`src/rtl/sdram_init_pkg.sv`:
```
package sdram_init_pkg;

    // Command presented on the SDRAM control pins
    typedef enum logic [1:0] {
        CMD_NOP  = 2'd0,
        CMD_PALL = 2'd1,
        CMD_REF  = 2'd2,
        CMD_MRS  = 2'd3
    } cmd_e;

    // Which step the sequencer will perform when its wait counter expires
    typedef enum logic [2:0] {
        PH_PALL = 3'd0,
        PH_REF  = 3'd1,
        PH_MRS  = 3'd2,
        PH_FIN  = 3'd3,
        PH_IDLE = 3'd4
    } phase_e;

endpackage

```
`src/rtl/sdram_init_cmd_enc.sv`:
```
module sdram_init_cmd_enc
    import sdram_init_pkg::*;
(
    input  cmd_e cmd,
    output logic cs_n,
    output logic ras_n,
    output logic cas_n,
    output logic we_n
);

    always_comb begin
        cs_n = 1'b0;
        unique case (cmd)
            CMD_PALL: {ras_n, cas_n, we_n} = 3'b010;
            CMD_REF:  {ras_n, cas_n, we_n} = 3'b001;
            CMD_MRS:  {ras_n, cas_n, we_n} = 3'b000;
            default:  {ras_n, cas_n, we_n} = 3'b111;
        endcase
    end

endmodule

```
`src/rtl/sdram_init_gap.sv`:
```
module sdram_init_gap
    import sdram_init_pkg::*;
#(
    parameter int T_RP  = 3,
    parameter int T_RC  = 7,
    parameter int T_MRD = 2,
    parameter int CNT_W = 8
) (
    input  cmd_e             cmd,
    output logic [CNT_W-1:0] load
);

    // Counter value loaded when a command issues: spacing to the next step minus one
    localparam logic [CNT_W-1:0] LD_RP  = CNT_W'(T_RP - 1);
    localparam logic [CNT_W-1:0] LD_RC  = CNT_W'(T_RC - 1);
    localparam logic [CNT_W-1:0] LD_MRD = CNT_W'(T_MRD - 1);

    always_comb begin
        unique case (cmd)
            CMD_PALL: load = LD_RP;
            CMD_REF:  load = LD_RC;
            CMD_MRS:  load = LD_MRD;
            default:  load = '0;
        endcase
    end

endmodule

```
`src/rtl/sdram_init_order.sv`:
```
module sdram_init_order
    import sdram_init_pkg::*;
#(
    parameter int N_REFRESH = 8,
    parameter int REF_W     = 4
) (
    input  phase_e             phase,
    input  logic               mrs_early,
    input  logic [REF_W-1:0]   refs_done,
    output phase_e             phase_next
);

    localparam logic [REF_W-1:0] LAST_REF = REF_W'(N_REFRESH - 1);

    logic last_ref;
    assign last_ref = (refs_done == LAST_REF);

    always_comb begin
        unique case (phase)
            PH_PALL: phase_next = mrs_early ? PH_MRS : PH_REF;
            PH_MRS:  phase_next = mrs_early ? PH_REF : PH_FIN;
            PH_REF: begin
                if (!last_ref)      phase_next = PH_REF;
                else if (mrs_early) phase_next = PH_FIN;
                else                phase_next = PH_MRS;
            end
            default: phase_next = PH_IDLE;
        endcase
    end

endmodule

```
`src/rtl/sdram_init_seq.sv`:
```
module sdram_init_seq
    import sdram_init_pkg::*;
#(
    parameter int CLK_MHZ   = 100,
    parameter int STABLE_US = 200,
    parameter int N_REFRESH = 8,
    parameter int T_RP      = 3,
    parameter int T_RC      = 7,
    parameter int T_MRD     = 2,
    parameter int ADDR_W    = 12,
    parameter int AP_BIT    = 10
) (
    input  logic              clk,
    input  logic              rst_n,
    input  logic              mrs_first,
    input  logic [ADDR_W-1:0] mode_cfg,
    output logic              cke,
    output logic              cs_n,
    output logic              ras_n,
    output logic              cas_n,
    output logic              we_n,
    output logic [ADDR_W-1:0] addr,
    output logic              ba,
    output logic              dqm,
    output logic              init_done,
    output logic              bus_grant
);

    localparam int STABLE_CYC = STABLE_US * CLK_MHZ;
    localparam int MAX_T1     = (T_RP > T_RC) ? T_RP : T_RC;
    localparam int MAX_T2     = (MAX_T1 > T_MRD) ? MAX_T1 : T_MRD;
    localparam int MAX_WAIT   = (STABLE_CYC > MAX_T2) ? STABLE_CYC : MAX_T2;
    localparam int CNT_W      = $clog2(MAX_WAIT + 1);
    localparam int REF_W      = $clog2(N_REFRESH + 1);

    localparam logic [CNT_W-1:0]  STABLE_LD = CNT_W'(STABLE_CYC - 1);
    localparam logic [ADDR_W-1:0] AP_MASK   = ADDR_W'(1) << AP_BIT;

    typedef struct packed {
        phase_e            phase;
        logic [CNT_W-1:0]  cnt;
        logic [REF_W-1:0]  refs;
        cmd_e              cmd;
        logic [ADDR_W-1:0] addr;
        logic              order;
        logic              done;
    } seq_t;

    seq_t s_d, s_q;

    cmd_e             issue_cmd;
    logic [CNT_W-1:0] gap_load;
    phase_e           phase_after;

    // Command that the current phase issues when the counter reaches zero
    always_comb begin
        unique case (s_q.phase)
            PH_PALL: issue_cmd = CMD_PALL;
            PH_REF:  issue_cmd = CMD_REF;
            PH_MRS:  issue_cmd = CMD_MRS;
            default: issue_cmd = CMD_NOP;
        endcase
    end

    sdram_init_gap #(
        .T_RP  (T_RP),
        .T_RC  (T_RC),
        .T_MRD (T_MRD),
        .CNT_W (CNT_W)
    ) u_gap (
        .cmd  (issue_cmd),
        .load (gap_load)
    );

    sdram_init_order #(
        .N_REFRESH (N_REFRESH),
        .REF_W     (REF_W)
    ) u_order (
        .phase      (s_q.phase),
        .mrs_early  (s_q.order),
        .refs_done  (s_q.refs),
        .phase_next (phase_after)
    );

    always_comb begin
        s_d      = s_q;
        s_d.cmd  = CMD_NOP;
        s_d.addr = '0;
        if (s_q.phase != PH_IDLE) begin
            if (s_q.cnt != '0) begin
                s_d.cnt = s_q.cnt - 1'b1;
            end else begin
                s_d.cmd   = issue_cmd;
                s_d.cnt   = gap_load;
                s_d.phase = phase_after;
                unique case (s_q.phase)
                    PH_PALL: s_d.addr = AP_MASK;
                    PH_MRS:  s_d.addr = mode_cfg;
                    PH_REF:  s_d.refs = s_q.refs + 1'b1;
                    PH_FIN:  s_d.done = 1'b1;
                    default: s_d.addr = '0;
                endcase
            end
        end
    end

    always_ff @(posedge clk) begin
        if (!rst_n) begin
            s_q.phase <= PH_PALL;
            s_q.cnt   <= STABLE_LD;
            s_q.refs  <= '0;
            s_q.cmd   <= CMD_NOP;
            s_q.addr  <= '0;
            s_q.order <= mrs_first;
            s_q.done  <= 1'b0;
        end else begin
            s_q <= s_d;
        end
    end

    sdram_init_cmd_enc u_enc (
        .cmd   (s_q.cmd),
        .cs_n  (cs_n),
        .ras_n (ras_n),
        .cas_n (cas_n),
        .we_n  (we_n)
    );

    assign addr      = s_q.addr;
    assign ba        = 1'b0;
    assign cke       = 1'b1;
    assign dqm       = ~s_q.done;
    assign init_done = s_q.done;
    assign bus_grant = s_q.done;

endmodule

```
`config.mk`:
```
export PLATFORM = sky130hd
export DESIGN_NAME = sdram_init_seq
export DESIGN_NICKNAME = d
export VERILOG_FILES = /design/src/rtl/sdram_init_pkg.sv /design/src/rtl/sdram_init_cmd_enc.sv /design/src/rtl/sdram_init_gap.sv /design/src/rtl/sdram_init_order.sv /design/src/rtl/sdram_init_seq.sv
export SDC_FILE = /design/constraint.sdc
export NUM_CORES = 1
export LEC_CHECK = 0
export ABC_AREA = 0
export BUFFER_PORTS_ARGS = -buffer_cell sky130_fd_sc_hd__buf_4
export CORE_MARGIN = 10
export CORE_UTILIZATION = 57
export DETAILED_ROUTE_END_ITERATION = 7
export PLACE_DENSITY = 0.86
export SLEW_MARGIN = 20
export SYNTH_ARGS = -nofsm -noshare
export SYNTH_HDL_FRONTEND = slang
export SYNTH_SLANG_ARGS = --single-unit
export TNS_END_PERCENT = 100
```
`constraint.sdc`:
```
create_clock -name clk -period 4.1 [get_ports clk]
set_input_delay 0.205 -clock clk [delete_from_list [all_inputs] [get_ports clk]]
set_output_delay 0.205 -clock clk [all_outputs]
set_load 0.01 [all_outputs]
```
# Word-level counts from Yosys, hierarchy flattened
# Cells that the tools add are included.
# op_classes
n_eq_ne,11
n_reduce_logical,9
mux,12
add_sub_neg,2
n_bitwise,4
# ops
cell,n
12-bit one-hot mux with 2 select lines,1
3-bit one-hot mux with 3 select lines,2
15-bit two-way mux,1
15-bit nonzero test,1
"15-bit by 1-bit subtractor with 15-bit output, second input constant",1
"2-bit equality test, second input constant",4
"3-bit by 2-bit equality test with 1-bit output, second input constant",2
2-bit one-hot mux with 3 select lines,1
3-bit AND reduction,2
3-bit OR reduction,2
"4-bit by 1-bit adder with 4-bit output, second input constant",1
"2-bit by 1-bit equality test with 1-bit output, second input constant",2
"4-bit by 3-bit equality test with 1-bit output, second input constant",1
1-bit two-way mux,4
2-bit two-way mux,2
1-bit inverter,4
2-bit OR reduction,2
"3-bit by 1-bit equality test with 1-bit output, second input constant",1
3-bit logical NOT,1
3-bit two-way mux,1
"3-bit inequality test, second input constant",1
2-bit AND reduction,1
# totals
ff_bits,38
output_inout_bits,21

# Logic depth before layout (Yosys ltp)
# depth
ltp_word,5
depth_mapped,8

# Hierarchy
# Synthesis repeated with hierarchy kept, for this count alone.
# hier_totals
hier_cells,252
hier_area_um2,2223.4
# by_module_without_submodules
mod,n_inst,seq_area_each_um2,cells_each,area_each_um2
sdram_init_seq,1,770.7,220,2013.2
sdram_init_gap,1,0.0,17,126.4
sdram_init_order,1,0.0,10,61.3
sdram_init_cmd_enc,1,0.0,5,22.5

# Worst setup path before layout
# OpenSTA, ideal clock, no wires.
# synth_path
path_kind,reg-to-reg
startpoint,register s_q[20] (netlist name)
endpoint,register s_q[19] (netlist name)
arrival_ns,1.686
setup_ns,0.070
n_path_buf,1
setup_slack_ns,2.344
stages_incl_launch_ff,9
path_cell_list,dfxtp_1 -> inv_1 -> ha_1 -> nor4b_2 -> and4_1 -> buf_6 -> nand2_4 -> or3_1 -> a21oi_1
# synth_between
elab_chain_len,3
# synth_rtl
element,line_no,text
"start, declared",sdram_init_seq.sv:49,"seq_t s_d, s_q;"
15-bit nonzero test,sdram_init_seq.sv:90,if (s_q.cnt != '0) begin
1-bit inverter (no line),-,
3-bit AND reduction (no line),-,
# No other way between the ends.
# A chain may end at the register's enable or synchronous reset.

# Final worst setup path
# Ends and elaborated chain as after synthesis.

==> flow_metrics.tcl <==
set metrics [dict create \
    slew_viol_final 0 \
    hold_class "primary input to flop" \
    dr.pass1.iters 4 \
    worstRegToRegCells 7 \
    maxCapViolations 0 \
    core_um2 2980 \
    syn-instance-count 194 \
    layout.core_utilization 0.646 \
    wire_length_of_the_first_global_routing_pass_um 5350 \
    ctsHoldBuffers 0 \
    tritoncts "yes" \
    crit_family "simple AND/OR/NAND/NOR gates" \
    cts.repair.resized 0 \
    design.portCount 36 \
    gr-usage-met2 0.172 \
    grtUsageTotal 0.119 \
    power.ir.vdd_worst_mv 0.210 \
    drtAntennaViolNets 0 \
    detail_route.wirelength_um 3280 \
    row_count 20 \
    timing.critical_path.from_type "flop" \
    initial_antenna_violation_count 0 \
    cts-root-to-sink-buffers 2 \
    syn-mean-instance-area_um2 8.99 \
    maximum_operating_frequency_mhz 455 \
    power.density_nw_per_um2 301 \
    grt_most_used_layer "met2" \
    clkSlewWorstSetupHoldPaths_ns 0.10 \
    ys_types 42 \
    drc 0 \
    finish.net_count 232 \
    cts.sink_count 38 \
    total_leakage_power_nw 0.797 \
    cp_data_required_time_ns 4.38 \
    die_h_um 75.3 \
    path_max_fanout 10 \
    status "finished, final reports clean" \
    tritoncts.num_buffers 5 \
    largest_net_degree_at_the_start_of_global_routing 13 \
    met3_usage 0.0573 \
    setup_repair_after_global_routing_missed_its_margin "false" \
    slew_headroom 0.486 \
    initial_core_util 0.586 \
    report.final.setup_viol 0 \
    global_route.usage.met1 0.150 \
    syn_to_final_growth_pct 10.3 \
    synth_seq_cells 38 \
    buffer_ports.inserted 32 \
    dominantRegCellSynth "dfxtp_1" \
    grt_residual_overflow 0 \
    drt-wirelength-per-cell_um 13.4 \
    whs_path_depth 1 \
    htree_num_levels 2 \
    antenna_cells_inserted 0 \
    worst_setup_path_type "flop to flop" \
    die-area_um2 5670 \
    clkLatencyLatePin_ns 0.34 \
    synth_area_um2 1740 \
    route.detailed.vias_per_inst 5.25 \
    drt-initial-drc-count 66 \
    dp_hpwl_um 2490 \
    tightestPinTransition_ns 0.765 \
    timing.clock.skew_ns 0.00418 \
    ys_async_sr_fraction 0 \
    hold_viol 0 \
    cp.arrival_ns 2.48 \
    timing.critical_path.to_type "flop" \
    layout_worst_path_cycle_share 0.536 \
    cts_post_setup_buffers_inserted 0 \
    path_depth 7 \
    critical_path.slowest_cell "and4_1" \
    cts-root-buf "clkbuf_4" \
    first_global_vias 1189 \
    totalNegativeSetupSlack_ns 0 \
    synth_enable_flop_cells 1 \
    multi_input_area_um2 791 \
    critical_path.cell_chain "inv_1 -> ha_1 -> nor4b_2 -> and4_1 -> nand2_4 -> or3_1 -> a21oi_1" \
    die-width_um 75.3 \
    crit_path_max_incr_delay_ns 0.56 \
    critical_path_buf_inv_count 1 \
    drive_above_1_share 0.222 \
    nFillCells 261 \
    number_of_warnings_printed_during_yosys_synthesis 0 \
    fin_crit_ns 2.20 \
    via_count 1286 \
    synth.yosys.seq_area_share 0.442 \
    area.sequential_um2 771 \
    gpl.final_weighted_congestion 0.898 \
]
-- cells in the mapped netlist, types with 2 or more instances --
master,number,area [um2]
dfxtp_1,37,741
nor2_1,24,90.1
buf_4,16,120
and2_1,11,68.8
nand2_1,10,37.5
o21ai_0,9,45.0
inv_1,8,30.0
nor3_1,7,35.0
xnor2_1,7,61.3
a21oi_1,6,30.0
ha_1,5,62.6
nand3_1,5,25.0
xor2_1,4,35.0
clkbuf_1,3,11.3
nand4_1,3,18.8
nor3b_1,3,22.5
nor4_1,3,18.8
o211ai_1,3,22.5
buf_2,2,10.0
conb_1,2,7.51
nand4b_1,2,17.5
o31ai_1,2,15.0
or3_1,2,12.5
or3b_2,2,17.5
-- stage by stage --
stage | std cells | power (mW) | setup slack [ns] | area (um2) | hold slack, ns
finish | 245 | 0.579 | 1.90 | 1920 | 0.0364
global route | 245 | 0.607 | 1.75 | 1920 | 0.0106
CTS | 245 | 0.585 | 1.94 | 1920 | 0.0241
detailed placement | 238 | 0.411 | 1.97 | 1880 | 0.385
global placement | 238 | 0.410 | 2.02 | 1880 | 0.385
floorplan | 195 | 0.400 | 2.34 | 1750 | 0.304
-- area by class of cell --
type | count | share of cell area
Sequential cell | 38 | 0.401
Timing Repair Buffer | 32 | 0.125
Clock buffer | 5 | 0.0195
Inverter | 9 | 0.0176
Clock inverter | 2 | 0.00520
Multi-Input combinational cell | 126 | 0.411
Tap cell | 33 | 0.0215
-- state kept, by name, indices dropped and copies added (netlist names) --
register,flops
addr,12
bus_grant,1
s_d,1
s_q,24
-- power by group --
group | internal (mW) | leakage (nW) | total [mW] | switching, mW
Clock | 0.0617 | 0.0308 | 0.176 | 0.115
Sequential | 0.374 | 0.309 | 0.377 | 0.00283
Combinational | 0.0135 | 0.458 | 0.0259 | 0.0123
Total | 0.449 | 0.797 | 0.579 | 0.130
-- final timing paths --
check             slack (ns)                      to              startpoint
setup / recovery        1.90    s_q[19]$_SDFFE_PN0P_    s_q[20]$_SDFFE_PN1N_
hold / removal          0.04        s_d[1]$_DFFE_PN_               mrs_first
setup reg to reg        1.90    s_q[19]$_SDFFE_PN0P_    s_q[20]$_SDFFE_PN1N_
hold reg to reg         0.49  bus_grant$_SDFFE_PN0P_  bus_grant$_SDFFE_PN0P_
-- cells in the final DEF, fill, tap and decap left out, types with 2 or more instances in the layout --
| master | n |
|---|---|
| buf_4 | 32 |
| nand4_1 | 3 |
| xnor2_1 | 7 |
| dfxtp_1 | 37 |
| nand4b_1 | 2 |
| clkinv_2 | 2 |
| o21ai_0 | 9 |
| nand3_1 | 5 |
| nor2_1 | 24 |
| nor3_1 | 7 |
| inv_1 | 8 |
| o211ai_1 | 3 |
| nor4_1 | 3 |
| ha_1 | 5 |
| a21oi_1 | 6 |
| o31ai_1 | 2 |
| conb_1 | 3 |
| nand2_1 | 10 |
| or3_1 | 2 |
| clkbuf_4 | 5 |
| nor3b_1 | 3 |
| or3b_2 | 2 |
| xor2_1 | 4 |
| and2_1 | 11 |
-- cells by family after synthesis --
| group | after synthesis | share of synthesized area |
|---|---|---|
| and+or+nand+nor | 80 | 0.256 |
| DFF | 38 | 0.442 |
| buffers and inverters | 31 | 0.107 |
| AOI/OAI and AO/OA | 26 | 0.0940 |
| xor gates and xnor gates | 11 | 0.0552 |
| adders and majority gates | 5 | 0.0359 |
| other | 2 | 0.00431 |
| muxes | 1 | 0.00574 |
-- worst reg2reg max path, stage by stage (launching register included) --
cell and delay (ns):
dfxtp_1 0.35, inv_1 0.10, ha_1 0.17, nor4b_2 0.39, and4_1 0.56, nand2_4 0.11
or3_1 0.33, a21oi_1 0.13
-- layer usage --
layer / part of all wire / routed length, um
met1: 0.48 / 1580
met2: 0.42 / 1360
met3: 0.089 / 292
met4: 0.015 / 48
met5: 0 / 0
Power figures use the tool's default switching activity.
